<file path="src/rtl/fe_tx_pkg.sv">
package fe_tx_pkg;
  localparam int NIB_W  = 4;
  localparam int SYM_W  = 5;

  typedef logic [SYM_W-1:0] sym_t;
  typedef logic [NIB_W-1:0] nib_t;

  typedef enum logic [1:0] {
    FR_IDLE,
    FR_SECOND,
    FR_DATA,
    FR_CLOSE
  } frame_st_e;

  localparam sym_t GRP_IDLE = 5'b11111;
  localparam sym_t GRP_J    = 5'b11000;
  localparam sym_t GRP_K    = 5'b10001;
  localparam sym_t GRP_T    = 5'b01101;
  localparam sym_t GRP_R    = 5'b00111;
  localparam sym_t GRP_H    = 5'b00100;

  function automatic sym_t nib_to_grp(input nib_t n);
    sym_t g;
    case (n)
      4'h0: g = 5'b11110;
      4'h1: g = 5'b01001;
      4'h2: g = 5'b10100;
      4'h3: g = 5'b10101;
      4'h4: g = 5'b01010;
      4'h5: g = 5'b01011;
      4'h6: g = 5'b01110;
      4'h7: g = 5'b01111;
      4'h8: g = 5'b10010;
      4'h9: g = 5'b10011;
      4'hA: g = 5'b10110;
      4'hB: g = 5'b10111;
      4'hC: g = 5'b11010;
      4'hD: g = 5'b11011;
      4'hE: g = 5'b11100;
      default: g = 5'b11101;
    endcase
    return g;
  endfunction

  function automatic logic [1:0] phase_to_lvl(input logic [1:0] ph);
    logic [1:0] l;
    case (ph)
      2'd1:    l = 2'b01;
      2'd3:    l = 2'b11;
      default: l = 2'b00;
    endcase
    return l;
  endfunction
endpackage

</file>
<file path="src/rtl/fe_grp_framer.sv">
module fe_grp_framer
  import fe_tx_pkg::*;
(
  input  logic clk,
  input  logic rst_n,
  input  logic take,
  input  logic tx_en,
  input  logic tx_er,
  input  nib_t txd,
  output sym_t grp
);
  frame_st_e st_q, st_d;

  always_comb begin
    st_d = st_q;
    grp  = GRP_IDLE;
    case (st_q)
      FR_IDLE: begin
        if (tx_en) begin
          grp  = GRP_J;
          st_d = FR_SECOND;
        end
      end
      FR_SECOND: begin
        grp  = GRP_K;
        st_d = FR_DATA;
      end
      FR_DATA: begin
        if (!tx_en) begin
          grp  = GRP_T;
          st_d = FR_CLOSE;
        end else if (tx_er) begin
          grp  = GRP_H;
        end else begin
          grp  = nib_to_grp(txd);
        end
      end
      default: begin
        grp  = GRP_R;
        st_d = FR_IDLE;
      end
    endcase
  end

  always_ff @(posedge clk or negedge rst_n) begin
    if (!rst_n)    st_q <= FR_IDLE;
    else if (take) st_q <= st_d;
  end
endmodule

</file>
<file path="src/rtl/fe_grp_serializer.sv">
module fe_grp_serializer #(
  parameter int GW = 5
) (
  input  logic          clk,
  input  logic          rst_n,
  input  logic [GW-1:0] grp_in,
  output logic          load,
  output logic          plain_bit
);
  localparam int CW = $clog2(GW);
  localparam logic [CW-1:0] LAST = CW'(GW - 1);

  logic [CW-1:0] cnt_q;
  logic [GW-1:0] sh_q;

  assign load      = (cnt_q == '0);
  assign plain_bit = sh_q[GW-1];

  always_ff @(posedge clk or negedge rst_n) begin
    if (!rst_n) begin
      cnt_q <= '0;
      sh_q  <= '1;
    end else if (load) begin
      sh_q  <= grp_in;
      cnt_q <= CW'(1);
    end else begin
      sh_q  <= {sh_q[GW-2:0], 1'b0};
      cnt_q <= (cnt_q == LAST) ? '0 : cnt_q + CW'(1);
    end
  end
endmodule

</file>
<file path="src/rtl/fe_scrambler.sv">
module fe_scrambler #(
  parameter int          W     = 11,
  parameter int          TAP_A = 10,
  parameter int          TAP_B = 8,
  parameter logic [W-1:0] SEED = '1
) (
  input  logic         clk,
  input  logic         rst_n,
  input  logic         plain_bit,
  output logic         scr_bit,
  output logic [W-1:0] state
);
  logic ks;

  assign ks      = state[TAP_A] ^ state[TAP_B];
  assign scr_bit = plain_bit ^ ks;

  always_ff @(posedge clk or negedge rst_n) begin
    if (!rst_n) state <= SEED;
    else        state <= {state[W-2:0], ks};
  end
endmodule

</file>
<file path="src/rtl/fe_line_coder.sv">
module fe_line_coder
  import fe_tx_pkg::*;
(
  input  logic       clk,
  input  logic       rst_n,
  input  logic       scr_bit,
  output logic       nrzi_q,
  output logic [1:0] line_lvl
);
  logic [1:0] phase_q;

  always_ff @(posedge clk or negedge rst_n) begin
    if (!rst_n) begin
      nrzi_q  <= 1'b0;
      phase_q <= 2'd0;
    end else begin
      nrzi_q  <= nrzi_q ^ scr_bit;
      phase_q <= phase_q + {1'b0, scr_bit};
    end
  end

  assign line_lvl = phase_to_lvl(phase_q);
endmodule

</file>
<file path="src/rtl/fe_tx_encoder.sv">
module fe_tx_encoder
  import fe_tx_pkg::*;
#(
  parameter int           LFSR_W = 11,
  parameter int           TAP_A  = 10,
  parameter int           TAP_B  = 8,
  parameter logic [10:0]  SEED   = 11'h7FF
) (
  input  logic       clk,
  input  logic       rst_n,
  input  logic       tx_en,
  input  logic       tx_er,
  input  logic [3:0] txd,
  output logic       sym_strobe,
  output logic [1:0] line_lvl
);
  sym_t              grp;
  logic              plain_bit;
  logic              scr_bit;
  logic              nrzi_q;
  logic [LFSR_W-1:0] lfsr_state;

  fe_grp_framer u_framer (
    .clk   (clk),
    .rst_n (rst_n),
    .take  (sym_strobe),
    .tx_en (tx_en),
    .tx_er (tx_er),
    .txd   (txd),
    .grp   (grp)
  );

  fe_grp_serializer #(.GW(SYM_W)) u_ser (
    .clk       (clk),
    .rst_n     (rst_n),
    .grp_in    (grp),
    .load      (sym_strobe),
    .plain_bit (plain_bit)
  );

  fe_scrambler #(
    .W(LFSR_W), .TAP_A(TAP_A), .TAP_B(TAP_B), .SEED(LFSR_W'(SEED))
  ) u_scr (
    .clk       (clk),
    .rst_n     (rst_n),
    .plain_bit (plain_bit),
    .scr_bit   (scr_bit),
    .state     (lfsr_state)
  );

  fe_line_coder u_line (
    .clk      (clk),
    .rst_n    (rst_n),
    .scr_bit  (scr_bit),
    .nrzi_q   (nrzi_q),
    .line_lvl (line_lvl)
  );
endmodule

</file>
<file path="config.mk">
export PLATFORM = sky130hd
export DESIGN_NAME = fe_tx_encoder
export DESIGN_NICKNAME = d
export VERILOG_FILES = /design/src/rtl/fe_tx_pkg.sv /design/src/rtl/fe_grp_framer.sv /design/src/rtl/fe_grp_serializer.sv /design/src/rtl/fe_scrambler.sv /design/src/rtl/fe_line_coder.sv /design/src/rtl/fe_tx_encoder.sv
export SDC_FILE = /design/constraint.sdc
export NUM_CORES = 1
export LEC_CHECK = 0
export BUFFER_PORTS_ARGS = -buffer_cell sky130_fd_sc_hd__buf_2
export CELL_PAD_IN_SITES_DETAIL_PLACEMENT = 0
export CELL_PAD_IN_SITES_GLOBAL_PLACEMENT = 2
export CORE_MARGIN = 10
export CORE_UTILIZATION = 38
export DETAILED_ROUTE_END_ITERATION = 8
export PLACE_DENSITY = 0.77
export SLEW_MARGIN = 20
export SYNTH_ARGS = -nofsm -noshare
export SYNTH_HDL_FRONTEND = slang
export SYNTH_SLANG_ARGS = --single-unit
export TNS_END_PERCENT = 30
</file>
<file path="constraint.sdc">
create_clock -name clk -period 1.8 [get_ports clk]
set_clock_uncertainty 0.2 [all_clocks]
set_input_delay 0.18 -clock clk [delete_from_list [all_inputs] [get_ports clk]]
set_output_delay 0.18 -clock clk [all_outputs]
set_load 0.01 [all_outputs]
</file>
==> results of run 1 <==
-- repair_timing --
action,4_1_cts,5_1_grt
resized for setup,1,1
setup endpoints to repair,1,1
hold buffers,2,0
endpoints found under the hold margin,24,0
setup buffers,0,0
-- sequential cells by signal (all words and copies together), names as in the netlist --
name and count:
u_ser.cnt_q 3, u_ser.sh_q 5, u_line.phase_q 2, u_framer.st_q 2, u_scr.state 11
-- placed cells by master (no fill, tap or decap) --
master,instances
o32a_1,1
clkinv_2,1
a221oi_1,1
and2b_1,1
xor2_1,4
mux2i_1,1
nand2_1,2
nand2_2,1
buf_2,10
a21oi_1,2
xnor2_1,1
dfstp_2,16
o41ai_1,1
o211ai_1,1
a22o_1,1
nor3_1,3
buf_4,3
o21ai_1,1
dfrtp_1,7
nor3b_1,1
inv_8,1
inv_1,7
nand2b_4,1
and2_1,1
ha_1,7
dlygate4sd3_1,2
clkbuf_4,3
nor2b_1,1
o21ai_0,3
nand3_4,1
a31oi_1,3
mux2_4,1
nor2_1,10
-- where the power goes --
part,switching (mW),internal [mW],total [mW]
combinational,0.210,0.177,0.387
sequential,0.0424,0.601,0.643
clock,0.144,0.0829,0.227
-- critical path, delay by kind of cell (launching register included) --
family                   cells  cell delay [ns]
buffers and inverters        3             0.29
adder cells (fa/ha/maj)      1             0.21
flip-flops                   1             0.41
AND/OR/NAND/NOR              1             0.11
-- per-layer routing --
layer  GRT usage [%]  up-vias  routed length (um)
li1                -      308                   -
met1           9.323      291                 789
met2           10.00       14                 719
met3           2.204        5                  83
met4           3.871        0                  42
met5               0        -                   0
-- worst min-delay path by stage --
stage,start,to,slack (ns),cells after the start
after floorplan,rst_n,u_framer.st_q[0],-0.32,0
after CTS,txd[0],u_ser.sh_q[1],0.02,4
after global placement,rst_n,u_line.phase_q[0],-0.04,1
after detailed placement,rst_n,u_line.phase_q[0],-0.03,1
after global routing,txd[0],u_ser.sh_q[1],0.05,4
final,txd[0],u_ser.sh_q[1],0.04,4
-- cell families after synthesis --
logic type | after synthesis
flip-flops | 23
AND/OR/NAND/NOR | 22
AO/OA/AOI/OAI | 14
buffers and inverters | 10
adder cells (fa/ha/maj) | 7
XOR/XNOR | 5
multiplexers | 2
-- area by class of cell --
type / count / area (um2) / area share [%]
repair buffers: 15 / 92.59 / 7.948
well taps: 30 / 37.54 / 3.222
clock buffers: 3 / 22.52 / 1.933
flip-flops and latches: 23 / 595.6 / 51.13
clock inverters: 1 / 5.005 / 0.4296
inverters: 8 / 37.54 / 3.222
multi-input cells: 50 / 374.1 / 32.12
==> summary.md, run 1 <==
| Metric | Value |
|---|---|
| Horizontal die dimension | 71.68 um |
| Depth of the CTS H-tree | 1 |
| Post-route clock period utilization | 94.26% |
| Clock period minus final worst setup slack | 1.697 ns |
| DP Cell Count | 124 |
| RSZ-0062 raised after global routing | false |
| Cell Pwr Density | 1079 mW/mm2 |
| # diodes | 0 |
| Synth-to-Final Area Change | 14.80% |
| PnR worst setup slack | 0.1032 ns |
| Parity-gate share of the synthesized area counting xor and xnor cells | 4.316% |
| Sequential element share of the synthesized area | 58.69% |
| Clock insertion delay at the later pin of the skew report | 0.30 ns |
| Count of unresolved DRC violations after routing | 0 |
| Number of search-and-repair iterations in the first detailed-routing pass | 4 |
| Hold violation count in the final report | 0 |
| Fraction of synthesized area in multiplexers | 2.466% |
| Synth Area in Adders | 8.631% |
| Vertical die dimension | 71.68 um |
| Total global routing track utilization | 7.097% |
| Row Count | 18 |
| Post-Syn Area per Cell | 12.23 um2 |
| Cell area after synthesis | 0.001015 mm2 |
| Violation count after the first detailed-routing iteration | 17 |
| Launching point of the worst reg2reg path | u_framer.st_q[1] |
| Post-DR wirelength/cell | 12.57 um |
| Series of cell instances along the critical path | inv_1, ha_1, nand2b_4, inv_8, buf_2 |
| Most area-consuming cells after synthesis | dfstp_2, dfrtp_1, ha_1 |
| Fmax | 589.4 MHz |
| Number of nets in the synthesized netlist | 98 |
| Most frequently used flop master after synthesis | dfstp_2 |
| CTS tree | done |
| Largest area contributor in the synthesized netlist | dfstp_2 |
| Worst hold path type | in2reg |
| Number of storage elements in the synthesis netlist | 23 |
| Crit path largest cell delay | 0.41 ns |
| End-of-flow core utilization | 46.18% |
| Biggest fanout along the worst timing path | 8 |
| Filler cell count in the final layout | 241 |
| Placed Instance Area | 0.001110 mm2 |
| Reg2reg end | u_framer.st_q[1] |
| Dominant combinational cell family by area after synthesis | simple AND/OR/NAND/NOR gates |
| First-pass GRT wire length | 2.973 mm |
| Worst setup path startpoint | u_ser.cnt_q[0] |
| Tightest Pin Transition | 0.4720 ns |
| Result of the run | completed |
| Critical path capture point | sym_strobe |
| Leakage power | 0.5408 nW |
| Max rail drop VDD | 511.4 uV |
| Area of the die | 0.005137 mm2 |
| Most instantiated cells after synthesis | dfstp_2, nor2_1, dfrtp_1, ha_1, inv_1 |
| Initial antenna violation count | 0 |
| Area of all placed cells without fillers | 0.001165 mm2 |
| Final setup violation count | 0 |
| Final weighted congestion in routability-driven placement | 0.7067 |
| Number of global-route vias before repair | 653 |
| Pin count of the biggest net entering global routing | 24 |
| Simple-gate area share of the yosys netlist | 11.59% |
| Area share of the largest cell type after synthesis | 41.43% |
| Fraction of final layout cells with drive strength greater than 1 | 38.00% |
| Worst path required time | 1.42 ns |
| Crit path arrival time | 1.32 ns |
| I/O pins | 11 |
| Cells on worst reg2reg path | 5 |
| Setup slack, reg-to-reg | 0.21 ns |
| Core region area | 0.002522 mm2 |
| Antenna-violating nets left | 0 |
| Clock-pin slew of the registers on the worst-case setup and hold paths | 0.12 ns |
| Power after layout | 1.257 mW |
| Number of enable flip-flop cells after synthesis | 0 |
| Quantity of I/O buffers inserted on ports | 10 |
| CTS Buffer Depth | 2 |
| Worst setup EP type | output port |
| Via/cell ratio | 4.754 |
| Total number of clock tree sinks | 23 |
| Classification of the worst setup path | reg2out |
| Worst Hold Margin | 0.03793 ns |
| Async set or reset register ratio after synthesis | 100.0% |
| Total CTS buffers | 3 |
| Post-detailed-placement half-perimeter wirelength | 1.286 mm |
| Total length of routed wires | 1.634 mm |
| Clock root cell | clkbuf_4 |
| Effective utilization at floorplan | 40.23% |
| Max Transition Viols Final | 0 |
| Total congestion overflow after global routing | 0 |
| Final net count | 116 |
| Nature of the critical path startpoint | register |
| Synth Warn # | 0 |
| Setup WS pre-CTS | 0.1376 ns |
| CP max-delay cell | dfrtp_1 |
| Total number of vias | 618 |
| Setup total negative slack | 0 ns |
| Max cap viols | 0 |
| Cells after synthesis | 83 |
| Share of the synthesized area in compound gates (AO/OA/AOI/OAI) | 9.125% |
| Remaining max-slew budget at the tightest pin | 68.53% |
| Count of non-filler cells in the finished layout | 130 |
| Count of different cell masters after synthesis | 30 |
| Count leader, synth | dfstp_2 |
(Power assumes the default switching activity.)
==> run 2, diff against run 1 <==
- CORE_UTILIZATION: 38 -> 39
- CTS_CLUSTER_DIAMETER: not set -> 30
- SYNTH_HIERARCHICAL: not set -> 1
==> run 2 against run 1 <==
Effect of this change:
- register-to-register slack worse by 0.09 ns
- worst hold slack better by 0.042 ns
- area after synthesis up 6.0%
- global-route usage down 0.14 points
- sequential cell count unchanged
- first-iteration DRC count up 100%
- die area up 2.4%
- sequential share of layout area down 2.4 points
- via count down 0.49%
- sequential power down 0.8%
- count of clock-buffer cells in the layout unchanged
- design area up 4.9%
- critical path type unchanged
==> summary.md, run 2 <==
| Metric | Value |
|---|---|
| Met1 routed wirelength after detailed routing | 897 um (was 789 um) |
| CTS tree | done (unchanged) |
| Post-Syn Area per Cell | 13.12 um2 (was 12.23 um2) |
| Max reg flops | 11 (unchanged) |
| Cell area after synthesis | 0.001076 mm2 (was 0.001015 mm2) |
| Total CTS buffers | 3 (unchanged) |
| Antenna-violating nets left | 0 (unchanged) |
| Total number of clock tree sinks | 23 (unchanged) |
| Series of cell instances along the critical path | inv_1, ha_2, nor2b_4, buf_6 (was inv_1, ha_1, nand2b_4, inv_8, buf_2) |
| Worst hold path type | in2reg (unchanged) |
| Reg2reg end | u_ser/sh_q[4] (was u_framer.st_q[1]) |
| Depth of the CTS H-tree | 1 (unchanged) |
| Vertical die dimension | 72.53 um (was 71.68 um) |
| Setup total negative slack | 0 ns (unchanged) |
| Biggest fanout along the worst timing path | 7 (was 8) |
| Total length of routed met3 wires | 112 um (was 83 um) |
| Remaining max-slew budget at the tightest pin | 67.97% (was 68.53%) |
| CTS Buffer Depth | 2 (unchanged) |
| Placed Instance Area | 0.001160 mm2 (was 0.001110 mm2) |
| Crit path largest cell delay | 0.42 ns (was 0.41 ns) |
| Number of search-and-repair iterations in the first detailed-routing pass | 3 (was 4) |
| Critical path capture point | sym_strobe (unchanged) |
| Total global routing track utilization | 6.961% (was 7.097%) |
| RSZ-0062 raised after global routing | true (was false) |
| Initial antenna violation count | 0 (unchanged) |
| Highest routed layer | met4 (unchanged) |
| Clock period minus final worst setup slack | 1.730 ns (was 1.697 ns) |
| Setup slack, reg-to-reg | 0.12 ns (was 0.21 ns) |
| Effective utilization at floorplan | 42.28% (was 40.23%) |
| Violation count after the first detailed-routing iteration | 34 (was 17) |
| Max Transition Viols Final | 0 (unchanged) |
| Final weighted congestion in routability-driven placement | 0.7730 (was 0.7067) |
| Max rail drop VDD | 845.8 uV (was 511.4 uV) |
| Total congestion overflow after global routing | 0 (unchanged) |
| Area of the die | 0.005260 mm2 (was 0.005137 mm2) |
| Clock root cell | clkbuf_4 (unchanged) |
| Leakage power | 0.5640 nW (was 0.5408 nW) |
| I/O pins | 11 (unchanged) |
| Synth Warn # | 6 (was 0) |
| Worst setup EP type | output port (unchanged) |
| Cells after synthesis | 82 (was 83) |
| Pin count of the biggest net entering global routing | 24 (unchanged) |
| First-pass GRT wire length | 3.001 mm (was 2.973 mm) |
| Total length of routed wires | 1.707 mm (was 1.634 mm) |
| Cell Pwr Density | 1127 mW/mm2 (was 1079 mW/mm2) |
| Multi-input gate area in the final layout | 436.7 um2 (was 374.1 um2) |
| Number of nets in the synthesized netlist | 97 (was 98) |
| Result of the run | completed (unchanged) |
| Fraction of final layout cells with drive strength greater than 1 | 45.92% (was 38.00%) |
| Filler cell count in the final layout | 250 (was 241) |
| Post-DR wirelength/cell | 13.34 um (was 12.57 um) |
| Via/cell ratio | 4.805 (was 4.754) |
| Commonest non-fill, non-tap cell in the layout | dfstp_2 (unchanged) |
| Final setup violation count | 0 (unchanged) |
| Largest registers | u_scr/state x11, u_ser/sh_q x5, u_ser/cnt_q x3 (was u_scr.state x11, u_ser.sh_q x5, u_ser.cnt_q x3) |
| Core region area | 0.002545 mm2 (was 0.002522 mm2) |
| Fmax | 578.2 MHz (was 589.4 MHz) |
| Launching point of the worst reg2reg path | u_framer/st_q[0] (was u_framer.st_q[1]) |
| Largest register by flop count | u_scr/state (was u_scr.state) |
| Number of global-route vias before repair | 655 (was 653) |
| Post-route clock period utilization | 96.08% (was 94.26%) |
| Max cap viols | 0 (unchanged) |
| Worst setup path startpoint | u_ser/cnt_q[0] (was u_ser.cnt_q[0]) |
| Post-detailed-placement half-perimeter wirelength | 1.183 mm (was 1.286 mm) |
| Cells on worst reg2reg path | 5 (unchanged) |
| Count of unresolved DRC violations after routing | 0 (unchanged) |
| Crit path arrival time | 1.35 ns (was 1.32 ns) |
| Tightest Pin Transition | 0.4804 ns (was 0.4720 ns) |
| Final net count | 114 (was 116) |
| Clock insertion delay at the later pin of the skew report | 0.31 ns (was 0.30 ns) |
| # diodes | 0 (unchanged) |
| Classification of the worst setup path | reg2out (unchanged) |
| Sequential cell area | 595.6 um2 (unchanged) |
| Worst path required time | 1.42 ns (about the same) |
| Horizontal die dimension | 72.53 um (was 71.68 um) |
| Quantity of I/O buffers inserted on ports | 10 (unchanged) |
| Row Count | 18 (unchanged) |
| Synth-to-Final Area Change | 13.60% (was 14.80%) |
| Nature of the critical path startpoint | register (unchanged) |
| Clock-pin slew of the registers on the worst-case setup and hold paths | 0.12 ns (about the same) |
| WL met2 | 676 um (was 719 um) |
| Highest-count cells in the layout ignoring fill and taps | dfstp_2, buf_2, dfrtp_1, inv_1, ha_1 (was dfstp_2, nor2_1, buf_2) |
| Hold violation count in the final report | 0 (unchanged) |
| Total number of vias | 615 (was 618) |
| Area of all placed cells without fillers | 0.001222 mm2 (was 0.001165 mm2) |
| CP max-delay cell | dfrtp_1 (unchanged) |
[run 2: what timing repair did]
item | CTS | global route
resized for setup | 0 | 4
endpoints found under the hold margin | 24 | 0
endpoints found under the setup margin | 0 | 3
hold buffers | 2 | 0
setup buffers | 0 | 0
[run 2: per-layer routing]
| layer | global-route usage, % | vias to the layer above |
|---|---|---|
| met2 | 9.634 | 9 |
| met3 | 3.401 | 5 |
| met4 | 1.899 | 0 |
| met1 | 9.286 | 288 |
| li1 | - | 313 |
| met5 | 0 | - |
[run 2: worst min path at each step]
stage               start                 to  slack (ns)  cells after the start
floorplan           rst_n   u_framer/st_q[0]       -0.32                      0
global placement    rst_n  u_line/phase_q[1]       -0.04                      1
detailed placement  rst_n  u_line/phase_q[0]       -0.03                      1
CTS                 tx_er      u_ser/sh_q[2]        0.07                      4
global route        tx_er      u_ser/sh_q[2]        0.08                      4
finish              tx_er      u_ser/sh_q[2]        0.08                      4
[run 2: area by class of cell]
class | instances | area share [%]
clock buffer | 3 | 1.842
clock inverter | 1 | 0.4094
inverter | 7 | 2.149
multi-input combinational | 49 | 35.72
sequential | 23 | 48.72
tap | 30 | 3.071
timing repair buffer | 15 | 8.086
[run 2: power by group]
group / switching [mW] / internal (mW) / total (mW) / leakage [nW]
combinational: 0.258 / 0.248 / 0.506 / 0.297
sequential: 0.0369 / 0.601 / 0.638 / 0.250
clock: 0.150 / 0.0830 / 0.233 / 0.0177
total: 0.445 / 0.932 / 1.38 / 0.564
[run 2: worst max-delay path, delay by kind of cell, from the launching register on]
| kind | cells | cell delay [ns] |
|---|---|---|
| adder cells (fa/ha/maj) | 1 | 0.20 |
| flip-flops | 1 | 0.42 |
| buffers and inverters | 2 | 0.20 |
| AND/OR/NAND/NOR | 1 | 0.22 |
[run 2: per-stage QoR]
stage / power (mW) / util [%] / setup WS, ns / hold slack [ns] / instances
final: 1.377 / 48.03 / 0.07049 / 0.08021 / 128
after global routing: 1.507 / 48.03 / -0.02137 / 0.08287 / 128
after CTS: 1.379 / 47.44 / 0.01635 / 0.07088 / 128
after detailed placement: 1.140 / 45.58 / 0.1415 / -0.03203 / 122
after global placement: 1.141 / 45.58 / 0.1485 / -0.04391 / 122
after floorplan: 1.012 / - / 0.1984 / -0.3156 / 82
